<file path="src/rtl/tx_cls_pkg.sv">
package tx_cls_pkg;
  localparam int STAT_W     = 31;
  localparam int ST_START   = 0;
  localparam int ST_FRAG    = 1;
  localparam int ST_JABBER  = 2;
  localparam int ST_CRC_MID = 3;
  localparam int ST_BIN0    = 4;
  localparam int N_BINS     = 7;
  localparam int ST_OVER    = 11;
  localparam int ST_OK_DAT  = 12;
  localparam int ST_OK_CTL  = 15;
  localparam int ST_ER_DAT  = 18;
  localparam int ST_ER_CTL  = 21;
  localparam int ST_PAU_OK  = 24;
  localparam int ST_PAU_ER  = 25;
  localparam int ST_PFC_OK  = 26;
  localparam int ST_PFC_ER  = 27;
  localparam int ST_BAD_LT  = 28;
  localparam int ST_LEN_ER  = 29;
  localparam int ST_DROP    = 30;

  localparam logic [15:0] ET_MAC_CTL = 16'h8808;
  localparam logic [15:0] OP_PAUSE   = 16'h0001;
  localparam logic [15:0] OP_PFC     = 16'h0101;
  localparam logic [15:0] TPID_C     = 16'h8100;
  localparam logic [15:0] TPID_S     = 16'h88A8;
  localparam int unsigned LT_LEN_MAX  = 1500;
  localparam int unsigned LT_TYPE_MIN = 1536;
  localparam int unsigned ADDR_BYTES  = 6;
  localparam int unsigned LT_OFFSET   = 12;
  localparam int unsigned TAG_BYTES   = 4;
  localparam int unsigned FCS_BYTES   = 4;
endpackage

</file>
<file path="src/rtl/tx_cls_parse.sv">
module tx_cls_parse
  import tx_cls_pkg::*;
#(
  parameter int LEN_W   = 16,
  parameter int TAG_MAX = 2
) (
  input  logic             clk,
  input  logic             rst_n,
  input  logic             i_vld,
  input  logic             i_sof,
  input  logic [7:0]       i_data,
  input  logic             i_vlan_en,
  output logic [LEN_W-1:0] o_len,
  output logic             o_bc,
  output logic             o_mc,
  output logic [15:0]      o_lt,
  output logic             o_lt_ok,
  output logic [LEN_W-1:0] o_lt_pos,
  output logic [15:0]      o_op,
  output logic             o_op_ok
);
  localparam int TAG_W = $clog2(TAG_MAX + 1);

  logic [LEN_W-1:0] cnt_q, cnt_b, cnt_n;
  logic             bc_q, bc_b, bc_n;
  logic             mc_q, mc_b, mc_n;
  logic [15:0]      lt_q, lt_b, lt_n;
  logic             ltok_q, ltok_b, ltok_n;
  logic [TAG_W-1:0] tags_q, tags_b, tags_n;
  logic [LEN_W-1:0] pos_q, pos_b, pos_n;
  logic [15:0]      op_q, op_b, op_n;
  logic             opok_q, opok_b, opok_n;
  logic [15:0]      lt_word;

  // Start beat restarts every accumulator before this byte is applied.
  always_comb begin
    cnt_b  = i_sof ? '0 : cnt_q;
    bc_b   = i_sof ? 1'b1 : bc_q;
    mc_b   = i_sof ? 1'b0 : mc_q;
    lt_b   = i_sof ? '0 : lt_q;
    ltok_b = i_sof ? 1'b0 : ltok_q;
    tags_b = i_sof ? '0 : tags_q;
    pos_b  = i_sof ? LEN_W'(LT_OFFSET) : pos_q;
    op_b   = i_sof ? '0 : op_q;
    opok_b = i_sof ? 1'b0 : opok_q;
  end

  assign lt_word = {lt_b[15:8], i_data};

  always_comb begin
    bc_n   = bc_b;
    mc_n   = mc_b;
    lt_n   = lt_b;
    ltok_n = ltok_b;
    tags_n = tags_b;
    pos_n  = pos_b;
    op_n   = op_b;
    opok_n = opok_b;
    if (cnt_b < LEN_W'(ADDR_BYTES)) bc_n = bc_b & (i_data == 8'hFF);
    if (cnt_b == '0) mc_n = i_data[0];
    if (!ltok_b) begin
      if (cnt_b == pos_b) lt_n[15:8] = i_data;
      if (cnt_b == pos_b + LEN_W'(1)) begin
        lt_n[7:0] = i_data;
        if (i_vlan_en && (tags_b < TAG_W'(TAG_MAX)) &&
            (lt_word == TPID_C || lt_word == TPID_S)) begin
          pos_n  = pos_b + LEN_W'(TAG_BYTES);
          tags_n = tags_b + TAG_W'(1);
        end else begin
          ltok_n = 1'b1;
        end
      end
    end else if (!opok_b) begin
      if (cnt_b == pos_b + LEN_W'(2)) op_n[15:8] = i_data;
      if (cnt_b == pos_b + LEN_W'(3)) begin
        op_n[7:0] = i_data;
        opok_n    = 1'b1;
      end
    end
    cnt_n = (&cnt_b) ? cnt_b : cnt_b + LEN_W'(1);
  end

  always_ff @(posedge clk or negedge rst_n) begin
    if (!rst_n) begin
      cnt_q  <= '0;
      bc_q   <= 1'b0;
      mc_q   <= 1'b0;
      lt_q   <= '0;
      ltok_q <= 1'b0;
      tags_q <= '0;
      pos_q  <= '0;
      op_q   <= '0;
      opok_q <= 1'b0;
    end else if (i_vld) begin
      cnt_q  <= cnt_n;
      bc_q   <= bc_n;
      mc_q   <= mc_n;
      lt_q   <= lt_n;
      ltok_q <= ltok_n;
      tags_q <= tags_n;
      pos_q  <= pos_n;
      op_q   <= op_n;
      opok_q <= opok_n;
    end
  end

  assign o_len    = cnt_n;
  assign o_bc     = bc_n && (cnt_n >= LEN_W'(ADDR_BYTES));
  assign o_mc     = mc_n;
  assign o_lt     = lt_n;
  assign o_lt_ok  = ltok_n;
  assign o_lt_pos = pos_n;
  assign o_op     = op_n;
  assign o_op_ok  = opok_n;
endmodule

</file>
<file path="src/rtl/tx_cls_size.sv">
module tx_cls_size
  import tx_cls_pkg::*;
#(
  parameter int LEN_W   = 16,
  parameter int MIN_FRM = 64,
  parameter int STD_MAX = 1518
) (
  input  logic [LEN_W-1:0]  i_len,
  input  logic [LEN_W-1:0]  i_max,
  output logic [N_BINS-1:0] o_bin,
  output logic              o_under,
  output logic              o_over
);
  function automatic int unsigned bin_lo(int k);
    case (k)
      0:       return MIN_FRM;
      1:       return MIN_FRM + 1;
      default: return (MIN_FRM << (k - 1));
    endcase
  endfunction

  function automatic int unsigned bin_hi(int k);
    if (k == 0) return MIN_FRM;
    if (k == N_BINS - 2) return STD_MAX;
    return (MIN_FRM << k) - 1;
  endfunction

  assign o_over  = i_len > i_max;
  assign o_under = 32'(i_len) < MIN_FRM;

  for (genvar k = 0; k < N_BINS - 1; k++) begin : g_bin
    assign o_bin[k] = !o_over && (32'(i_len) >= bin_lo(k)) && (32'(i_len) <= bin_hi(k));
  end
  assign o_bin[N_BINS-1] = !o_over && (32'(i_len) > STD_MAX);
endmodule

</file>
<file path="src/rtl/tx_cls_decide.sv">
module tx_cls_decide
  import tx_cls_pkg::*;
#(
  parameter int LEN_W    = 16,
  parameter int DROP_MIN = 21
) (
  input  logic [LEN_W-1:0]  i_len,
  input  logic              i_err,
  input  logic              i_skip,
  input  logic              i_chk_en,
  input  logic [N_BINS-1:0] i_bin,
  input  logic              i_under,
  input  logic              i_over,
  input  logic              i_bc,
  input  logic              i_mc,
  input  logic [15:0]       i_lt,
  input  logic              i_lt_ok,
  input  logic [LEN_W-1:0]  i_lt_pos,
  input  logic [15:0]       i_op,
  input  logic              i_op_ok,
  output logic [STAT_W-1:0] o_vec
);
  logic [2:0]   cls;
  logic         ctrl;
  logic [LEN_W:0] hdr_fcs;
  logic [LEN_W:0] payload;

  assign cls     = {i_bc, i_mc & ~i_bc, ~i_mc & ~i_bc};
  assign ctrl    = i_lt_ok && (i_lt == ET_MAC_CTL);
  assign hdr_fcs = {1'b0, i_lt_pos} + (LEN_W+1)'(2 + FCS_BYTES);
  assign payload = ({1'b0, i_len} > hdr_fcs) ? {1'b0, i_len} - hdr_fcs : '0;

  always_comb begin
    o_vec = '0;
    if (i_skip && (32'(i_len) < DROP_MIN)) begin
      o_vec[ST_DROP] = 1'b1;
    end else begin
      o_vec[ST_BIN0 +: N_BINS] = i_bin;
      o_vec[ST_OVER]    = i_over;
      o_vec[ST_FRAG]    = i_err && i_under;
      o_vec[ST_JABBER]  = i_err && i_over;
      o_vec[ST_CRC_MID] = i_err && !i_under && !i_over;
      for (int c = 0; c < 3; c++) begin
        o_vec[ST_OK_DAT + c] = !i_err && !ctrl && cls[c];
        o_vec[ST_OK_CTL + c] = !i_err &&  ctrl && cls[c];
        o_vec[ST_ER_DAT + c] =  i_err && !ctrl && cls[c];
        o_vec[ST_ER_CTL + c] =  i_err &&  ctrl && cls[c];
      end
      o_vec[ST_PAU_OK] = ctrl && i_op_ok && (i_op == OP_PAUSE) && !i_err;
      o_vec[ST_PAU_ER] = ctrl && i_op_ok && (i_op == OP_PAUSE) &&  i_err;
      o_vec[ST_PFC_OK] = ctrl && i_op_ok && (i_op == OP_PFC)   && !i_err;
      o_vec[ST_PFC_ER] = ctrl && i_op_ok && (i_op == OP_PFC)   &&  i_err;
      o_vec[ST_BAD_LT] = i_lt_ok && (32'(i_lt) > LT_LEN_MAX) && (32'(i_lt) < LT_TYPE_MIN);
      o_vec[ST_LEN_ER] = i_chk_en && i_lt_ok && (32'(i_lt) <= LT_LEN_MAX) &&
                         (32'(i_lt) > 32'(payload));
    end
  end
endmodule

</file>
<file path="src/rtl/tx_frame_classifier.sv">
module tx_frame_classifier
  import tx_cls_pkg::*;
#(
  parameter int LEN_W    = 16,
  parameter int TAG_MAX  = 2,
  parameter int MIN_FRM  = 64,
  parameter int STD_MAX  = 1518,
  parameter int DROP_MIN = 21
) (
  input  logic              clk,
  input  logic              rst_n,
  input  logic              i_vld,
  input  logic              i_sof,
  input  logic              i_eof,
  input  logic [7:0]        i_data,
  input  logic              i_fcs_err,
  input  logic              i_skip_crc,
  input  logic [LEN_W-1:0]  i_max_size,
  input  logic              i_vlan_en,
  input  logic              i_len_chk_en,
  output logic [STAT_W-1:0] o_stat
);
  logic [LEN_W-1:0]  len, lt_pos;
  logic              bc, mc, lt_ok, op_ok, under, over;
  logic [15:0]       lt, op;
  logic [N_BINS-1:0] bin;
  logic [STAT_W-1:0] end_vec, stat_d, stat_q;

  tx_cls_parse #(.LEN_W(LEN_W), .TAG_MAX(TAG_MAX)) u_parse (
    .clk(clk), .rst_n(rst_n), .i_vld(i_vld), .i_sof(i_sof), .i_data(i_data),
    .i_vlan_en(i_vlan_en), .o_len(len), .o_bc(bc), .o_mc(mc), .o_lt(lt),
    .o_lt_ok(lt_ok), .o_lt_pos(lt_pos), .o_op(op), .o_op_ok(op_ok)
  );

  tx_cls_size #(.LEN_W(LEN_W), .MIN_FRM(MIN_FRM), .STD_MAX(STD_MAX)) u_size (
    .i_len(len), .i_max(i_max_size), .o_bin(bin), .o_under(under), .o_over(over)
  );

  tx_cls_decide #(.LEN_W(LEN_W), .DROP_MIN(DROP_MIN)) u_decide (
    .i_len(len), .i_err(i_fcs_err), .i_skip(i_skip_crc), .i_chk_en(i_len_chk_en),
    .i_bin(bin), .i_under(under), .i_over(over), .i_bc(bc), .i_mc(mc),
    .i_lt(lt), .i_lt_ok(lt_ok), .i_lt_pos(lt_pos), .i_op(op), .i_op_ok(op_ok),
    .o_vec(end_vec)
  );

  always_comb begin
    stat_d = '0;
    if (i_vld && i_eof) stat_d = end_vec;
    if (i_vld && i_sof) stat_d[ST_START] = 1'b1;
  end

  always_ff @(posedge clk or negedge rst_n) begin
    if (!rst_n) stat_q <= '0;
    else        stat_q <= stat_d;
  end

  assign o_stat = stat_q;
endmodule

</file>
<file path="config.mk">
export PLATFORM = sky130hd
export DESIGN_NAME = tx_frame_classifier
export DESIGN_NICKNAME = d
export VERILOG_FILES = /design/src/rtl/tx_cls_pkg.sv /design/src/rtl/tx_cls_parse.sv /design/src/rtl/tx_cls_size.sv /design/src/rtl/tx_cls_decide.sv /design/src/rtl/tx_frame_classifier.sv
export SDC_FILE = /design/constraint.sdc
export NUM_CORES = 1
export LEC_CHECK = 0
export BUFFER_PORTS_ARGS = -buffer_cell sky130_fd_sc_hd__buf_4
export CORE_MARGIN = 10
export CORE_UTILIZATION = 47
export CTS_BUF_LIST = sky130_fd_sc_hd__clkbuf_8
export DETAILED_ROUTE_END_ITERATION = 16
export PLACE_DENSITY_LB_ADDON = 0.25
export SYNTH_ARGS = -nofsm -noshare
export SYNTH_HDL_FRONTEND = slang
export SYNTH_SLANG_ARGS = --single-unit
</file>
<file path="constraint.sdc">
create_clock -name clk -period 9.35 [get_ports clk]
set_clock_uncertainty 0.2 [all_clocks]
set_input_delay 0.935 -clock clk [delete_from_list [all_inputs] [get_ports clk]]
set_output_delay 0.935 -clock clk [all_outputs]
set_load 0.1 [all_outputs]
</file>
==> impl_metrics.tcl <==
set metrics [dict create \
    status "finished clean" \
    critical_path_class "input port to register" \
    synth-seq-cells 101 \
    synthSimpleGateAreaFrac_pct 28.57 \
    async_reset_ff_share_pct 100.0 \
    ant_nets 0 \
    finalPower_uw 1090 \
    setup_violations 0 \
    die_height_um 157.4 \
    fin_nets 1203 \
    fin_crit_sh_pct 89.82 \
    cpMaxStageDelayCell "or4b_1" \
    ir_drop_mv 0.08814 \
    synth_area_leaders "dfrtp_1 (28%), ha_1 (7.6%), nor2_1 (5.4%), nand2_1 (4.2%), xnor2_1 (4.1%)" \
    power_frac_clock_pct 29.2 \
    synth_compound_area_share_pct 18.14 \
    layout_common_cells "nor2_1 (127), dfrtp_1 (101), nand2_1 (100)" \
    crit_required_ns 9.51 \
    cts_setup_buffers 0 \
    dp_hpwl_um 21670 \
    ys_dominant_reg_cell "dfrtp_1" \
    multiInputGateArea_um2 5862 \
    leakagePower_uw 0.004276 \
    synthCells 1094 \
    final_cells 1355 \
    final_common_cell "nor2_1" \
    cts_root_buf "clkbuf_8" \
    p_seq_share_pct 44.2 \
    switchingPower_uw 393.5 \
    synthAdderAreaFrac_pct 7.615 \
    grt_usage_pct 22.55 \
    antenna_found_initial 0 \
    synth.top_cell.area_share_pct 28.49 \
    layout-drive-gt1-share_pct 13.47 \
    coreArea_um2 18640 \
    cts-buffers-inserted 9 \
    clock_latency_ns 0.41 \
    holdBufCountCts 0 \
    pin_count 64 \
    synth.avg_cell_area_um2 8.110 \
    start_util_pct 47.59 \
    start_kind "input port" \
    cp_max_fo 32 \
    synth.cell_area_um2 8872 \
    pwr_density_cell_nw_per_um2 112.9 \
    die_w_um 157.4 \
    critPathArrivalTime_ns 8.55 \
    grt_pass1_vias 7926 \
    wire_per_inst_um 20.78 \
    final_hold_viol_count 0 \
    std_cell_rows 50 \
    vias_per_cell 6.150 \
    synth-xor-area-share_pct 6.811 \
    p_int_uw 696.5 \
    syn_nets 1181 \
    dp.cells 1339 \
    rsz0062_at_grt "false" \
    worst-slew-pin-transition_ns 0.9471 \
    drc 0 \
    max-cap-violations 0 \
    diodes 0 \
    share_comb_of_total_power_pct 26.6 \
    max_freq_mhz 119.1 \
    ys_types 87 \
    synthMuxAreaShare_pct 4.936 \
    area_growth_syn_to_layout_pct 8.856 \
    regArea_um2 2527 \
    slew_viol_final 0 \
    end_kind "register" \
    switching_share_pct 36.10 \
    num_vias 8333 \
    cts.sinks 101 \
    htree_levels 3 \
    cp_slowest_stage_delay_ns 0.73 \
    fin_crit_ns 8.398 \
    synth-edff-count 0 \
    gp_congestion 1.008 \
    slew_headroom_pct 36.39 \
    fin_tns_setup_ns 0 \
    die-area_um2 24770 \
    cts_tree "built" \
    clock_path_buffers 2 \
    n_fill_cell 1797 \
    synth_top_area_cell "dfrtp_1" \
    ys_warn_count 0 \
    clkTransAtPathRegs_ns 0.12 \
    grt_overflow 0 \
    cts_resized 0 \
    ys_seq_area_share_pct 28.49 \
    hold_path_class "input port to async pin" \
    drt-total-wl_um 28160 \
    first_iter_violations 919 \
    port_buffers 63 \
    synth_top_family_by_area "simple AND/OR/NAND/NOR gates" \
    drtPass1Iterations 8 \
    grt_max_degree 63 \
    r2r_cells 34 \
    grt_pass1_wl_um 44430 \
]
kinds of logic (layout without fill, tap and decap cells):
family / Yosys count / after routing
compound gates: 237 / 237
xor+xnor: 69 / 69
fa+ha+maj: 54 / 54
buf+inv: 115 / 142
flops: 101 / 101
mux: 40 / 40
simple gates: 478 / 478
cells in the mapped netlist, types with 10 or more instances:
cell / instances
a21o_1: 15
a21oi_1: 57
a31oi_1: 15
and2_1: 10
and3_1: 13
buf_2: 17
clkbuf_1: 39
dfrtp_1: 101
ha_1: 54
inv_1: 48
mux2_2: 25
mux2i_1: 13
nand2_1: 100
nand2b_1: 17
nand3_1: 32
nand4_1: 25
nor2_1: 127
nor2b_1: 28
nor3_1: 33
nor4_1: 12
o21a_1: 11
o21ai_0: 48
o2bb2ai_1: 15
or2_2: 11
or3_1: 11
or4_1: 11
xnor2_1: 42
xor2_1: 27
registers in the layout, indices dropped and copies added (netlist names):
| register | count |
|---|---|
| o_stat | 31 |
| u_parse.lt_q | 16 |
| u_parse.opok_q | 1 |
| u_parse.ltok_q | 1 |
| u_parse.mc_q | 1 |
| u_parse.pos_q | 16 |
| u_parse.op_q | 16 |
| u_parse.tags_q | 2 |
| u_parse.bc_q | 1 |
| u_parse.cnt_q | 16 |
worst paths after layout:
kind                                         startpoint                           end  slack, ns
min in group clk            u_parse.op_q[5]$_DFFE_PN0P_   u_parse.op_q[5]$_DFFE_PN0P_       0.32
hold reg to reg             u_parse.op_q[5]$_DFFE_PN0P_   u_parse.op_q[5]$_DFFE_PN0P_       0.32
hold / removal                                    rst_n  u_parse.lt_q[13]$_DFFE_PN0P_       0.27
setup reg to reg           u_parse.pos_q[1]$_DFFE_PN0P_          o_stat[29]$_DFF_PN0_       1.12
setup / recovery                                  i_sof          o_stat[29]$_DFF_PN0_       0.95
max in group asynchronous                         rst_n   u_parse.op_q[1]$_DFFE_PN0P_       7.48
per-layer routing:
| metal | track usage, % | routed length, µm | vias to the layer above | share of wire (%) |
|---|---|---|---|---|
| met5 | 0 | 0 | - | 0 |
| met4 | 8.059 | 740 | 0 | 2.6 |
| met3 | 4.394 | 1703 | 49 | 6.0 |
| met2 | 36.00 | 13080 | 282 | 46 |
| met1 | 29.66 | 12640 | 4026 | 45 |
| li1 | - | - | 3976 | - |
power groups by stage:
stage                     Combinational, µW  Clock, µW  Sequential, µW
final                                   290        318             482
after global placement                  285          0             489
after floorplan                         203          0             481
after detailed placement                285          0             489
after global routing                    319        336             484
after CTS                               286        322             481
critical path, delay by kind of cell:
family / cells / cell delay [ns]
buffers and inverters: 2 / 0.47
multiplexers: 1 / 0.36
XOR/XNOR: 1 / 0.21
adder cells (fa/ha/maj): 2 / 0.68
AND/OR/NAND/NOR: 17 / 3.62
AO/OA/AOI/OAI: 13 / 2.27
through the flow:
stage | worst slack, ns | cell area (µm²) | utilization [%] | hold slack, ns
after global placement | 0.8328 | 9444 | 50.66 | 0.2876
after CTS | 1.011 | 9658 | 51.81 | 0.2882
final | 0.9520 | 9658 | 51.81 | 0.2661
after floorplan | 0.02033 | 8872 | - | 0.2540
after global routing | 0.3044 | 9658 | 51.81 | 0.3077
after detailed placement | 0.5982 | 9444 | 50.66 | 0.2959
cell type report:
| cell class | instances | share of cell area [%] |
|---|---|---|
| Multi-Input combinational cell | 878 | 60.69 |
| Sequential cell | 101 | 26.17 |
| Clock inverter | 6 | 0.7903 |
| Tap cell | 234 | 3.031 |
| Inverter | 49 | 1.904 |
| Clock buffer | 10 | 1.425 |
| Timing Repair Buffer | 77 | 5.985 |
No activity file was read; power rests on OpenSTA's default activity.
